### src/rtl/i2c_cmd_pkg.sv
// Package: shared encodings for the I2C command sequencer.
// Assumes an open-drain bus where 1 in a drive pair means "pull low".
package i2c_cmd_pkg;

    localparam int BYTE_W   = 8;
    localparam int CMD_N    = 5;
    localparam int CI_START = 0;
    localparam int CI_RSTRT = 1;
    localparam int CI_STOP  = 2;
    localparam int CI_RX    = 3;
    localparam int CI_ACK   = 4;

    typedef enum logic [1:0] {
        OP_START  = 2'd0,
        OP_RSTART = 2'd1,
        OP_STOP   = 2'd2,
        OP_BIT    = 2'd3
    } bus_op_e;

    typedef enum logic [2:0] {
        SQ_IDLE = 3'd0,
        SQ_COND = 3'd1,
        SQ_TX   = 3'd2,
        SQ_RX   = 3'd3,
        SQ_ACK  = 3'd4
    } seq_e;

    // Line drive {scl_low, sda_low} for a bus operation in quarter q.
    function automatic logic [1:0] drive_f(input bus_op_e op, input logic [1:0] q,
                                           input logic b);
        logic [1:0] r;
        case (op)
            OP_START: begin
                case (q)
                    2'd0:    r = 2'b00;
                    2'd1:    r = 2'b01;
                    2'd2:    r = 2'b01;
                    default: r = 2'b11;
                endcase
            end
            OP_RSTART: begin
                case (q)
                    2'd0:    r = 2'b10;
                    2'd1:    r = 2'b00;
                    2'd2:    r = 2'b01;
                    default: r = 2'b11;
                endcase
            end
            OP_STOP: begin
                case (q)
                    2'd0:    r = 2'b11;
                    2'd1:    r = 2'b01;
                    default: r = 2'b00;
                endcase
            end
            default: begin
                r[0] = ~b;
                r[1] = (q == 2'd0) || (q == 2'd3);
            end
        endcase
        return r;
    endfunction

endpackage

### src/rtl/i2c_qtick.sv
// Module: quarter-phase tick generator.
// Emits one tick every (reload + 1) clocks while run is high; restarts
// from zero whenever run is low, so every operation starts on a full quarter.
// Assumes reload is held stable while run is high.
module i2c_qtick #(
    parameter int RLD_W = 8
) (
    input  logic             clk,
    input  logic             rst_n,
    input  logic             run,
    input  logic [RLD_W-1:0] reload,
    output logic             tick
);

    logic [RLD_W-1:0] cnt;

    // Count clocks within the current quarter.
    always_ff @(posedge clk) begin
        if (!rst_n) begin
            cnt <= '0;
        end else if (!run || cnt == reload) begin
            cnt <= '0;
        end else begin
            cnt <= cnt + 1'b1;
        end
    end

    assign tick = run && (cnt == reload);


    quarter_len_chk: assert property (@(posedge clk) disable iff (!rst_n)
        (tick && reload != '0 && $stable(reload)) |=> !tick);

endmodule

### src/rtl/i2c_bit_engine.sv
// Module: bus-level operation engine.
// Runs one operation (start, repeated start, stop or one data bit) over
// four quarter-phases and drives the open-drain lines from a phase table.
// Between operations it holds the final line levels of the last one.
// Samples SDA at the end of the first SCL-high quarter of a data bit.
// Assumes go arrives only while the engine is inactive.
module i2c_bit_engine
    import i2c_cmd_pkg::*;
(
    input  logic    clk,
    input  logic    rst_n,
    input  logic    go,
    input  bus_op_e op_in,
    input  logic    bit_in,
    input  logic    tick,
    input  logic    sda_in,
    output logic    active,
    output logic    done,
    output logic    rx_bit,
    output logic    scl_low,
    output logic    sda_low
);

    bus_op_e    op_q;
    logic       bit_q;
    logic [1:0] q;
    logic [1:0] hold;
    logic [1:0] drv;

    // Step through the four quarters of the current operation.
    always_ff @(posedge clk) begin
        if (!rst_n) begin
            active <= 1'b0;
            done   <= 1'b0;
            op_q   <= OP_START;
            bit_q  <= 1'b1;
            q      <= 2'd0;
            hold   <= 2'b00;
            rx_bit <= 1'b1;
        end else begin
            done <= 1'b0;
            if (!active) begin
                if (go) begin
                    active <= 1'b1;
                    op_q   <= op_in;
                    bit_q  <= bit_in;
                    q      <= 2'd0;
                end
            end else if (tick) begin
                if (q == 2'd1 && op_q == OP_BIT) begin
                    rx_bit <= sda_in;
                end
                if (q == 2'd3) begin
                    active <= 1'b0;
                    done   <= 1'b1;
                    hold   <= drive_f(op_q, 2'd3, bit_q);
                end else begin
                    q <= q + 2'd1;
                end
            end
        end
    end

    // Line drive: phase table while running, held levels otherwise.
    always_comb begin
        drv = active ? drive_f(op_q, q, bit_q) : hold;
    end

    assign scl_low = drv[1];
    assign sda_low = drv[0];


    data_stable_chk: assert property (@(posedge clk) disable iff (!rst_n)
        (active && $past(active) && op_q == OP_BIT && $past(op_q) == OP_BIT &&
         !scl_low && !$past(scl_low)) |-> $stable(sda_low));


    go_idle_chk: assert property (@(posedge clk) disable iff (!rst_n)
        go |-> !active);

endmodule

### src/rtl/i2c_seq_ctrl.sv
// Module: command and byte sequencer.
// Accepts one command or buffer write while idle, keeps its pending bit,
// issues the bus operations it needs to the bit engine, and finishes by
// clearing the pending bit and raising the completion flag.
// Rejected buffer writes raise the collision flag.
// Assumes the bit engine answers every go with exactly one done pulse.
module i2c_seq_ctrl
    import i2c_cmd_pkg::*;
(
    input  logic              clk,
    input  logic              rst_n,
    input  logic              cmd_start,
    input  logic              cmd_rstart,
    input  logic              cmd_stop,
    input  logic              cmd_rxen,
    input  logic              cmd_ack,
    input  logic              ack_value,
    input  logic              buf_wr,
    input  logic [BYTE_W-1:0] buf_wdata,
    input  logic              done_clr,
    input  logic              wcol_clr,
    input  logic              eng_done,
    input  logic              eng_rx_bit,
    output logic              eng_go,
    output bus_op_e           eng_op,
    output logic              eng_bit,
    output logic [CMD_N-1:0]  pend,
    output logic [BYTE_W-1:0] buf_rdata,
    output logic              done_flag,
    output logic              ack_status,
    output logic              wcol,
    output logic              owned,
    output logic              tx_busy
);

    localparam int CNT_W = $clog2(BYTE_W + 1);
    localparam logic [CNT_W-1:0] LAST_DATA = CNT_W'(BYTE_W - 1);
    localparam logic [CNT_W-1:0] ACK_SLOT  = CNT_W'(BYTE_W);

    seq_e              seq;
    logic [BYTE_W-1:0] shreg;
    logic [CNT_W-1:0]  bitcnt;
    logic              cmd_ok;
    logic              wr_take;

    // Decide whether a command or the buffer write is taken this cycle.
    always_comb begin
        cmd_ok  = (cmd_start && !owned) ||
                  ((cmd_rstart || cmd_stop || cmd_rxen || cmd_ack) && owned);
        wr_take = buf_wr && owned && (seq == SQ_IDLE) && !cmd_ok;
    end

    assign tx_busy = (seq == SQ_TX);

    // Command acceptance, byte sequencing and status flags.
    always_ff @(posedge clk) begin
        if (!rst_n) begin
            seq        <= SQ_IDLE;
            pend       <= '0;
            owned      <= 1'b0;
            shreg      <= '0;
            bitcnt     <= '0;
            eng_go     <= 1'b0;
            eng_op     <= OP_START;
            eng_bit    <= 1'b1;
            buf_rdata  <= '0;
            done_flag  <= 1'b0;
            ack_status <= 1'b0;
            wcol       <= 1'b0;
        end else begin
            eng_go <= 1'b0;
            if (done_clr) begin
                done_flag <= 1'b0;
            end
            if (wcol_clr) begin
                wcol <= 1'b0;
            end
            if (buf_wr && !wr_take) begin
                wcol <= 1'b1;
            end
            case (seq)
                SQ_IDLE: begin
                    if (cmd_start && !owned) begin
                        pend[CI_START] <= 1'b1;
                        seq     <= SQ_COND;
                        eng_go  <= 1'b1;
                        eng_op  <= OP_START;
                        eng_bit <= 1'b1;
                    end else if (owned) begin
                        if (cmd_rstart) begin
                            pend[CI_RSTRT] <= 1'b1;
                            seq     <= SQ_COND;
                            eng_go  <= 1'b1;
                            eng_op  <= OP_RSTART;
                            eng_bit <= 1'b1;
                        end else if (cmd_stop) begin
                            pend[CI_STOP] <= 1'b1;
                            seq     <= SQ_COND;
                            eng_go  <= 1'b1;
                            eng_op  <= OP_STOP;
                            eng_bit <= 1'b1;
                        end else if (cmd_rxen) begin
                            pend[CI_RX] <= 1'b1;
                            seq     <= SQ_RX;
                            bitcnt  <= '0;
                            eng_go  <= 1'b1;
                            eng_op  <= OP_BIT;
                            eng_bit <= 1'b1;
                        end else if (cmd_ack) begin
                            pend[CI_ACK] <= 1'b1;
                            seq     <= SQ_ACK;
                            eng_go  <= 1'b1;
                            eng_op  <= OP_BIT;
                            eng_bit <= ack_value;
                        end else if (buf_wr) begin
                            buf_rdata <= buf_wdata;
                            shreg     <= buf_wdata;
                            bitcnt    <= '0;
                            seq       <= SQ_TX;
                            eng_go    <= 1'b1;
                            eng_op    <= OP_BIT;
                            eng_bit   <= buf_wdata[BYTE_W-1];
                        end
                    end
                end
                SQ_COND: begin
                    if (eng_done) begin
                        owned     <= !pend[CI_STOP];
                        pend      <= '0;
                        seq       <= SQ_IDLE;
                        done_flag <= 1'b1;
                    end
                end
                SQ_TX: begin
                    if (eng_done) begin
                        if (bitcnt == ACK_SLOT) begin
                            ack_status <= eng_rx_bit;
                            pend       <= '0;
                            seq        <= SQ_IDLE;
                            done_flag  <= 1'b1;
                        end else begin
                            bitcnt  <= bitcnt + 1'b1;
                            eng_go  <= 1'b1;
                            eng_op  <= OP_BIT;
                            eng_bit <= (bitcnt == LAST_DATA) ? 1'b1 : shreg[BYTE_W-2];
                            shreg   <= {shreg[BYTE_W-2:0], 1'b0};
                        end
                    end
                end
                SQ_RX: begin
                    if (eng_done) begin
                        shreg <= {shreg[BYTE_W-2:0], eng_rx_bit};
                        if (bitcnt == LAST_DATA) begin
                            buf_rdata <= {shreg[BYTE_W-2:0], eng_rx_bit};
                            pend      <= '0;
                            seq       <= SQ_IDLE;
                            done_flag <= 1'b1;
                        end else begin
                            bitcnt  <= bitcnt + 1'b1;
                            eng_go  <= 1'b1;
                            eng_op  <= OP_BIT;
                            eng_bit <= 1'b1;
                        end
                    end
                end
                SQ_ACK: begin
                    if (eng_done) begin
                        pend      <= '0;
                        seq       <= SQ_IDLE;
                        done_flag <= 1'b1;
                    end
                end
                default: seq <= SQ_IDLE;
            endcase
        end
    end


    wcol_on_reject_chk: assert property (@(posedge clk) disable iff (!rst_n)
        (buf_wr && (seq != SQ_IDLE || !owned)) |=> wcol);


    cmd_accept_idle_chk: assert property (@(posedge clk) disable iff (!rst_n)
        $rose(pend != '0) |-> ($past(seq) == SQ_IDLE));


    ack_update_chk: assert property (@(posedge clk) disable iff (!rst_n)
        !$stable(ack_status) |-> ($past(seq) == SQ_TX));


    done_rise_chk: assert property (@(posedge clk) disable iff (!rst_n)
        $rose(done_flag) |-> ($past(seq) != SQ_IDLE && seq == SQ_IDLE));

endmodule

### src/rtl/i2c_cmd_master.sv
// Module: top of the command-driven I2C master sequencer.
// Connects the quarter tick generator, the bus operation engine and the
// command sequencer. Lines are open-drain: an *_oe of 1 pulls low.
// Assumes reload changes only while no operation is running.
module i2c_cmd_master
    import i2c_cmd_pkg::*;
#(
    parameter int RLD_W = 8
) (
    input  logic              clk,
    input  logic              rst_n,
    input  logic [RLD_W-1:0]  reload,
    input  logic              cmd_start,
    input  logic              cmd_rstart,
    input  logic              cmd_stop,
    input  logic              cmd_rxen,
    input  logic              cmd_ack,
    input  logic              ack_value,
    input  logic              buf_wr,
    input  logic [BYTE_W-1:0] buf_wdata,
    input  logic              done_clr,
    input  logic              wcol_clr,
    input  logic              sda_in,
    output logic              scl_oe,
    output logic              sda_oe,
    output logic              start_pend,
    output logic              rstart_pend,
    output logic              stop_pend,
    output logic              rxen_pend,
    output logic              ack_pend,
    output logic [BYTE_W-1:0] buf_rdata,
    output logic              done_flag,
    output logic              ack_status,
    output logic              wcol,
    output logic              bus_held,
    output logic              tx_busy
);

    logic             tick;
    logic             eng_run;
    logic             eng_done;
    logic             eng_rx_bit;
    logic             eng_go;
    bus_op_e          eng_op;
    logic             eng_bit;
    logic [CMD_N-1:0] pend;

    i2c_qtick #(.RLD_W(RLD_W)) u_tick (
        .clk    (clk),
        .rst_n  (rst_n),
        .run    (eng_run),
        .reload (reload),
        .tick   (tick)
    );

    i2c_bit_engine u_eng (
        .clk     (clk),
        .rst_n   (rst_n),
        .go      (eng_go),
        .op_in   (eng_op),
        .bit_in  (eng_bit),
        .tick    (tick),
        .sda_in  (sda_in),
        .active  (eng_run),
        .done    (eng_done),
        .rx_bit  (eng_rx_bit),
        .scl_low (scl_oe),
        .sda_low (sda_oe)
    );

    i2c_seq_ctrl u_seq (
        .clk        (clk),
        .rst_n      (rst_n),
        .cmd_start  (cmd_start),
        .cmd_rstart (cmd_rstart),
        .cmd_stop   (cmd_stop),
        .cmd_rxen   (cmd_rxen),
        .cmd_ack    (cmd_ack),
        .ack_value  (ack_value),
        .buf_wr     (buf_wr),
        .buf_wdata  (buf_wdata),
        .done_clr   (done_clr),
        .wcol_clr   (wcol_clr),
        .eng_done   (eng_done),
        .eng_rx_bit (eng_rx_bit),
        .eng_go     (eng_go),
        .eng_op     (eng_op),
        .eng_bit    (eng_bit),
        .pend       (pend),
        .buf_rdata  (buf_rdata),
        .done_flag  (done_flag),
        .ack_status (ack_status),
        .wcol       (wcol),
        .owned      (bus_held),
        .tx_busy    (tx_busy)
    );

    assign start_pend  = pend[CI_START];
    assign rstart_pend = pend[CI_RSTRT];
    assign stop_pend   = pend[CI_STOP];
    assign rxen_pend   = pend[CI_RX];
    assign ack_pend    = pend[CI_ACK];


    start_hold_chk: assert property (@(posedge clk) disable iff (!rst_n)
        $fell(start_pend) |-> (scl_oe && sda_oe));


    stop_release_chk: assert property (@(posedge clk) disable iff (!rst_n)
        $fell(stop_pend) |-> (!scl_oe && !sda_oe));

endmodule

### config.mk
export PLATFORM = sky130hd
export DESIGN_NAME = i2c_cmd_master
export DESIGN_NICKNAME = d
export VERILOG_FILES = /design/src/rtl/i2c_cmd_pkg.sv /design/src/rtl/i2c_qtick.sv /design/src/rtl/i2c_bit_engine.sv /design/src/rtl/i2c_seq_ctrl.sv /design/src/rtl/i2c_cmd_master.sv
export SDC_FILE = /design/constraint.sdc
export NUM_CORES = 1
export LEC_CHECK = 0
export CAP_MARGIN = 20
export CELL_PAD_IN_SITES_DETAIL_PLACEMENT = 1
export CELL_PAD_IN_SITES_GLOBAL_PLACEMENT = 1
export CORE_ASPECT_RATIO = 1.2
export CORE_MARGIN = 1.5
export CORE_UTILIZATION = 47
export CTS_CLUSTER_SIZE = 10
export DETAILED_ROUTE_END_ITERATION = 10
export DONT_BUFFER_PORTS = 1
export PLACE_DENSITY_LB_ADDON = 0.05
export SLEW_MARGIN = 20
export SYNTH_ARGS = -nofsm -noshare
export SYNTH_HDL_FRONTEND = slang
export SYNTH_SLANG_ARGS = --single-unit
### constraint.sdc
create_clock -name clk -period 2.4 [get_ports clk]
set_input_delay 0.48 -clock clk [delete_from_list [all_inputs] [get_ports clk]]
set_output_delay 0.48 -clock clk [all_outputs]
set_load 0.01 [all_outputs]
==> results of run 1 <==
[kinds of logic after synthesis]
family                   Yosys count  share of synthesized area (%)
AO/OA/AOI/OAI                     68                           18.6
XOR/XNOR                          15                           4.45
adder cells (fa/ha/maj)            9                           3.81
buffers and inverters             34                           5.59
flip-flops                        53                           35.9
multiplexers                      14                           5.21
AND/OR/NAND/NOR                  150                           26.5
[timing repair]
action / CTS / global route
hold endpoints to repair: 0 / 0
setup endpoints to repair: 0 / 1
resized for setup: 0 / 1
buffers inserted: 0 / 0
[power groups by stage]
| stage | Sequential, W | Combinational, W | Clock [W] |
|---|---|---|---|
| 3_3_place_gp | 0.000935 | 0.000114 | 0 |
| 5_1_grt | 0.000918 | 0.000130 | 0.000673 |
| 2_1_floorplan | 0.000926 | 0.000108 | 0 |
| 4_1_cts | 0.000915 | 0.000117 | 0.000644 |
| 6_report | 0.000915 | 0.000115 | 0.000627 |
| 3_5_place_dp | 0.000936 | 0.000116 | 0 |
[routing by layer]
metal	routed length, microns	GRT usage (%)	share of wire, %	up-vias
li1	-	-	-	1210
met5	0	0	0	-
met2	3480	37.1	50	46
met3	389	6.05	5.6	6
met1	3000	26.5	43	1168
met4	91	6.10	1.3	0
[metrics by stage]
step	utilization (%)	setup slack (ps)	hold WS [ps]
3_5_place_dp	50.0	324	488
3_3_place_gp	50.0	383	473
6_report	51.9	152	230
5_1_grt	51.9	56.2	221
2_1_floorplan	-	569	441
4_1_cts	51.9	80.0	221
[cells in the final DEF (no fill, tap or decap), drive strengths merged, types with 2 or more instances in the layout]
master	netlist	final
nor4	3	3
or3	2	2
nor2	21	21
nor2b	10	10
nand3	39	39
nand2	48	48
a21oi	8	8
o32ai	2	2
ha	9	9
dfxtp	53	53
nand2b	6	6
mux2i	12	12
and2	4	4
nor3	2	2
a211o	2	2
a21boi	4	4
buf	9	11
xor2	4	4
and3	5	5
nand4	2	2
o211ai	5	5
o211a	20	20
clkbuf	12	5
xnor2	11	11
inv	13	13
o22ai	2	2
a211oi	2	2
o21ai	13	13
nand4b	3	3
a221oi	2	2
[critical path: cells and delay by family, from the launching register on]
kind	cells	cell delay, ps
flops	1	430
compound gates	1	200
fa+ha+maj	1	230
mux	1	460
buf+inv	1	120
[cell type report]
class	instances	area, sq um	share of cell area (%)
Tap cell	82	103	3.26
Multi-Input combinational cell	256	1730	55.1
Clock inverter	3	46.3	1.47
Sequential cell	53	1060	33.8
Clock buffer	5	68.8	2.19
Timing Repair Buffer	11	82.6	2.63
Inverter	13	48.8	1.55
[final timing paths]
path                               startpoint              to  slack [ps]  cells past startpoint
worst max-delay path               u_eng.q[0]          sda_oe         150                      4
worst min-delay path                    rst_n     u_eng.bit_q         230                      1
worst max register to register   u_seq.seq[0]  u_seq.shreg[0]         330                      5
worst min register to register  u_seq.pend[1]   u_seq.pend[1]         500                      2
[registers in the layout (all words and copies together), names as in the netlist, 2 cells and up]
name and count:
u_seq.seq 3, u_eng.q 2, u_seq.bitcnt 4, u_eng.op_q 2, u_eng.hold 2, u_seq.pend 5, u_seq.shreg 7, u_seq.buf_rdata 8
u_tick.cnt 8, u_seq.eng_op 2
==> metrics.txt, run 1 <==
sequential area share after synthesis 35.9%; first-pass GRT wire length 11.7 mm; vias in the first global route 2509; post-route cell area 3140 sq um; synth top area cells dfxtp_1 36%, o211a_1 6.8%, nand3_1 6.1%; Pre-antenna DRT Iters 4; CTS Buf Count 5; Post-DP Area between 3000 and 4000 sq um; die height roughly 90 microns; RSZ-0062 raised after global routing false; area share of the largest cell type after synthesis 35.9%; Initial Utilization 48.8%; switching component of the power 0.000398 W; Final Hold Viols 0; core area 6050 sq um; Int Pwr 0.00126 W; Finished Layout Cells ~420; drt wl/cell 16.5 microns; gr usage total 21.9%; relative slew slack approximately 64%; Fillers 734; CP Capture Type output port; area leader, netlist dfxtp_1; Synth Flop Type dfxtp_1; root buffer cell clkbuf_8; Placer Congestion 0.784; die area 6770 sq um; commonest cells in the netlist 53 x dfxtp_1, 48 x nand2_1, 36 x nand3_1; grt ovf 0; Hold Crit Class in -> reg; Area Growth Syn to Fin 6.35%; Tcrit/Tclk final about 94%; max-slew violations 0; Crit Path Class reg -> out; Max clock buf depth 2; # DRC 0; CTS sink count 53; Logic pwr share 6.9%; Synth Instances 343; CP required 1920 ps; num ports 48; number of H-tree levels 2; Vias 2430; mapped cell area 2960 sq um; status completed; CTS tree done; setup TNS 0 ps; WP data arrival ~1800 ps; Initial DRC Count 65; pin slew with the least headroom to its limit approximately 540 ps; Yosys warnings 0; initial antenna violation count 0; count leader, synth dfxtp_1; hold_buf cts 0; drt total wl 6.97 mm; Leak about 1.4 nW; syn_nets 380; worst skew pair latency 310 ps; Antenna diodes 0; Reg clk slew, reported paths 110 ps; placed cells between 400 and 500; largest net degree at the start of global routing 47; layout cell share with drive strength beyond 1 10.6%; Max-cap violations 0; asr flop ratio synth 0%; Row Count 31; slowest stage delay, CP 460 ps; number of synthesized flops with an enable pin 0; PD cells around 530 nW/um^2; Yosys cell types 56; cell-by-cell trace of the critical path inv_1 -> ha_1 -> mux4_2 -> a21oi_2; CP max FO 5; Max IR drop VDD 275 uV; dpl hpwl 5.26 mm; Routed Antenna Nets 0; Switching Share 24.0%; CP max-delay cell mux4_2; total power around 0.0017 W; # setup viols final 0; Final min period 2250 ps; Clock power frac between 30% and 40%; I/O Buffers 0; via/cell ratio 5.74; Seq pwr share 55.2%; Synth Register Bits 53; nets approximately 380; type of origin of the critical path register; clk_skew between 9 and 10 ps; Die X-Extent 75.4 microns; Avg Inst Size Synth between 8 and 9 sq um; FMAX 445 MHz
Note: power is estimated with default switching activity, not from simulation.
==> inputs of run 2 (changes only) <==
--- a/config.mk
+++ b/config.mk
@@ -15,6 +15,7 @@
 export DETAILED_ROUTE_END_ITERATION = 10
 export DONT_BUFFER_PORTS = 1
 export PLACE_DENSITY_LB_ADDON = 0.05
+export SETUP_SLACK_MARGIN = 0.3
 export SLEW_MARGIN = 20
 export SYNTH_ARGS = -nofsm -noshare
 export SYNTH_HDL_FRONTEND = slang
==> run 2 against run 1 <==
First-iteration DRC count unchanged; sequential share of layout area decreased by 0.77 points; die area unchanged; maximum frequency increased by 6.1%; wire length increased by 3.2%; register-to-register slack improved by 140 ps; sequential power about the same; global-route usage increased by 0.067 points; highest routed layer unchanged; flip-flop and latch count unchanged; clock power about the same; non-clock buffer count increased by 1; largest power group unchanged.
==> metrics.txt, run 2 (synthesized netlist as in run 1, its figures left out) <==
Seq pwr share 55.1% (about the same); r2r setup slk 470 ps (+140 ps); hold_buf cts 0 (unchanged); Max-cap violations 0 (unchanged); Max IR drop VDD 275 uV (about the same); Crit Path Class reg -> out; die height 89.9 microns (unchanged); # setup viols final 0 (unchanged); Area Growth Syn to Fin 9.74%; vias in the first global route 2522 (+0.52%); CTS Buf Count 5 (unchanged); relative slew slack 65.8% (+1.8 points); CTS tree done; Logic pwr share 7.1% (+0.2 points); Routed Antenna Nets 0 (unchanged); # DRC 0 (unchanged); hold path start rst_n; dpl hpwl 5.26 mm (unchanged); Initial DRC Count 65 (unchanged); Int Pwr 0.00126 W (about the same); Row Count 31 (unchanged); drt wl/cell 17.0 microns (+3.0%); core area 6050 sq um (unchanged); Largest regs u_seq.buf_rdata: 8 flops, u_tick.cnt: 8 flops, u_seq.shreg: 7 flops; Worst Hold End u_eng.bit_q; largest net degree at the start of global routing 47 (unchanged); Placer Congestion 0.784 (unchanged); most common cell after layout, fill and taps aside dfxtp_1; die area 6770 sq um (unchanged); layout cell share with drive strength beyond 1 14.6% (+4.1 points); first-pass GRT wire length 11.7 mm (+0.30%); Post-DP Area 3020 sq um (unchanged); placed cells 415 (unchanged); Hold Crit Class in -> reg; type of origin of the critical path register; Antenna diodes 0 (unchanged); drt total wl 7.19 mm (+3.2%); Finished Layout Cells 424 (+0.24%); RSZ-0062 raised after global routing true; worst skew pair latency 310 ps (about the same); initial antenna violation count 0 (unchanged); setup TNS 0 ps (unchanged); switching component of the power 0.000400 W (+0.66%); Initial Utilization 48.8% (unchanged); CP required 1920 ps (about the same); nets 378 (+0.27%); num ports 48 (unchanged); commonest cells after routing, fill and taps aside 50 x dfxtp_1, 48 x nand2_1, 36 x nand3_1, 20 x nor2_1, 20 x o211a_1; slowest stage delay, CP 480 ps (+20 ps); Die X-Extent 75.4 microns (unchanged); Tcrit/Tclk final 88.3% (-5.4 points); CTS sink count 53 (unchanged); pin slew with the least headroom to its limit 512 ps (-27.3 ps); worst reg2reg startpoint u_seq.bitcnt[0]; Leak 1.37 nW (+1.2%); Final Hold Viols 0 (unchanged); I/O Buffers 0 (unchanged); Switching Share 24.1% (+0.12 points); PD cells 512 nW/um^2 (-3.0%); Max clock buf depth 2 (unchanged); clk_skew 10.0 ps (+0.334 ps); Util after Layout 53.6% (+1.7 points); Vias 2438 (+0.33%); number of H-tree levels 2 (unchanged); FMAX 472 MHz (+6.1%); worst setup margin 282 ps (+130 ps); status completed; cell-by-cell trace of the critical path inv_6 -> ha_4 -> mux4_2 -> a21oi_4; WP data arrival 1640 ps (-130 ps); Reg clk slew, reported paths 110 ps (about the same); cell depth of the worst flop-to-flop path 7 (+2); max-slew violations 0 (unchanged); root buffer cell clkbuf_8; Crit Reg-Reg Endpoint u_seq.eng_op[1]; via/cell ratio 5.75 (about the same); Post-Place Setup Slack 324 ps (unchanged); CP max-delay cell mux4_2; Final min period 2120 ps (-130 ps); post-route cell area 3240 sq um (+3.2%); Pre-antenna DRT Iters 4 (unchanged); Worst Hold Path Cells 1 (unchanged); Clock power frac 37.8% (about the same); CP max FO 5 (unchanged); CP Capture Type output port; grt ovf 0 (unchanged); gr usage total 22.0% (+0.067 points)
-- run 2: metrics by stage --
| step | power, W | hold slack [ps] |
|---|---|---|
| 3_5_place_dp | 0.00105 | 488 |
| 5_1_grt | 0.00172 | 224 |
| 2_1_floorplan | 0.00103 | 441 |
| 4_1_cts | 0.00168 | 221 |
| 6_report | 0.00166 | 231 |
| 3_3_place_gp | 0.00105 | 473 |
-- run 2: area by class of cell --
class,count,area (sq um)
fill,712,2810
inverter,13,58.8
tap,82,103
sequential,53,1070
clock inverter,3,46.3
multi-input combinational,256,1810
timing repair buffer,12,90.1
clock buffer,5,68.8
-- run 2: power by group through the flow --
stage	Clock, W	Sequential [W]	Combinational [W]
2_1_floorplan	0	0.000926	0.000108
3_3_place_gp	0	0.000935	0.000114
3_5_place_dp	0	0.000936	0.000116
4_1_cts	0.000644	0.000914	0.000119
5_1_grt	0.000673	0.000917	0.000133
6_report	0.000627	0.000914	0.000118
-- run 2: worst max-delay path, delay by kind of cell (launching register included) --
family                     cells  cell delay (ps)
buffers and inverters          1               60
DFF                            1              440
adders and majority gates      1              160
AOI/OAI and AO/OA              1              190
muxes                          1              480
-- run 2: repair_timing --
item	CTS	global route
gates resized for setup	13	13
pin swaps	2	4
endpoints found under the setup margin	2	18
buffers inserted	1	0
-- run 2: worst max-delay path by stage --
| stage | startpoint | depth (start not counted) | slack, ps | to |
|---|---|---|---|---|
| finish | u_eng.q[0] | 4 | 280 | sda_oe |
| global placement | cmd_rstart | 5 | 380 | u_seq.shreg[2] |
| floorplan | u_eng.q[0] | 4 | 570 | sda_oe |
| global route | u_eng.q[0] | 5 | 210 | sda_oe |
| detailed placement | cmd_rstart | 5 | 320 | u_seq.shreg[0] |
| CTS | u_eng.q[1] | 5 | 290 | sda_oe |
-- run 2: metal layers --
layer / global-route usage [%] / vias to the layer above / wire length, microns
li1: - / 1210 / -
met3: 6.05 / 6 / 403
met5: 0 / - / 0
met4: 6.10 / 0 / 91
met1: 26.5 / 1173 / 3070
met2: 37.4 / 49 / 3630
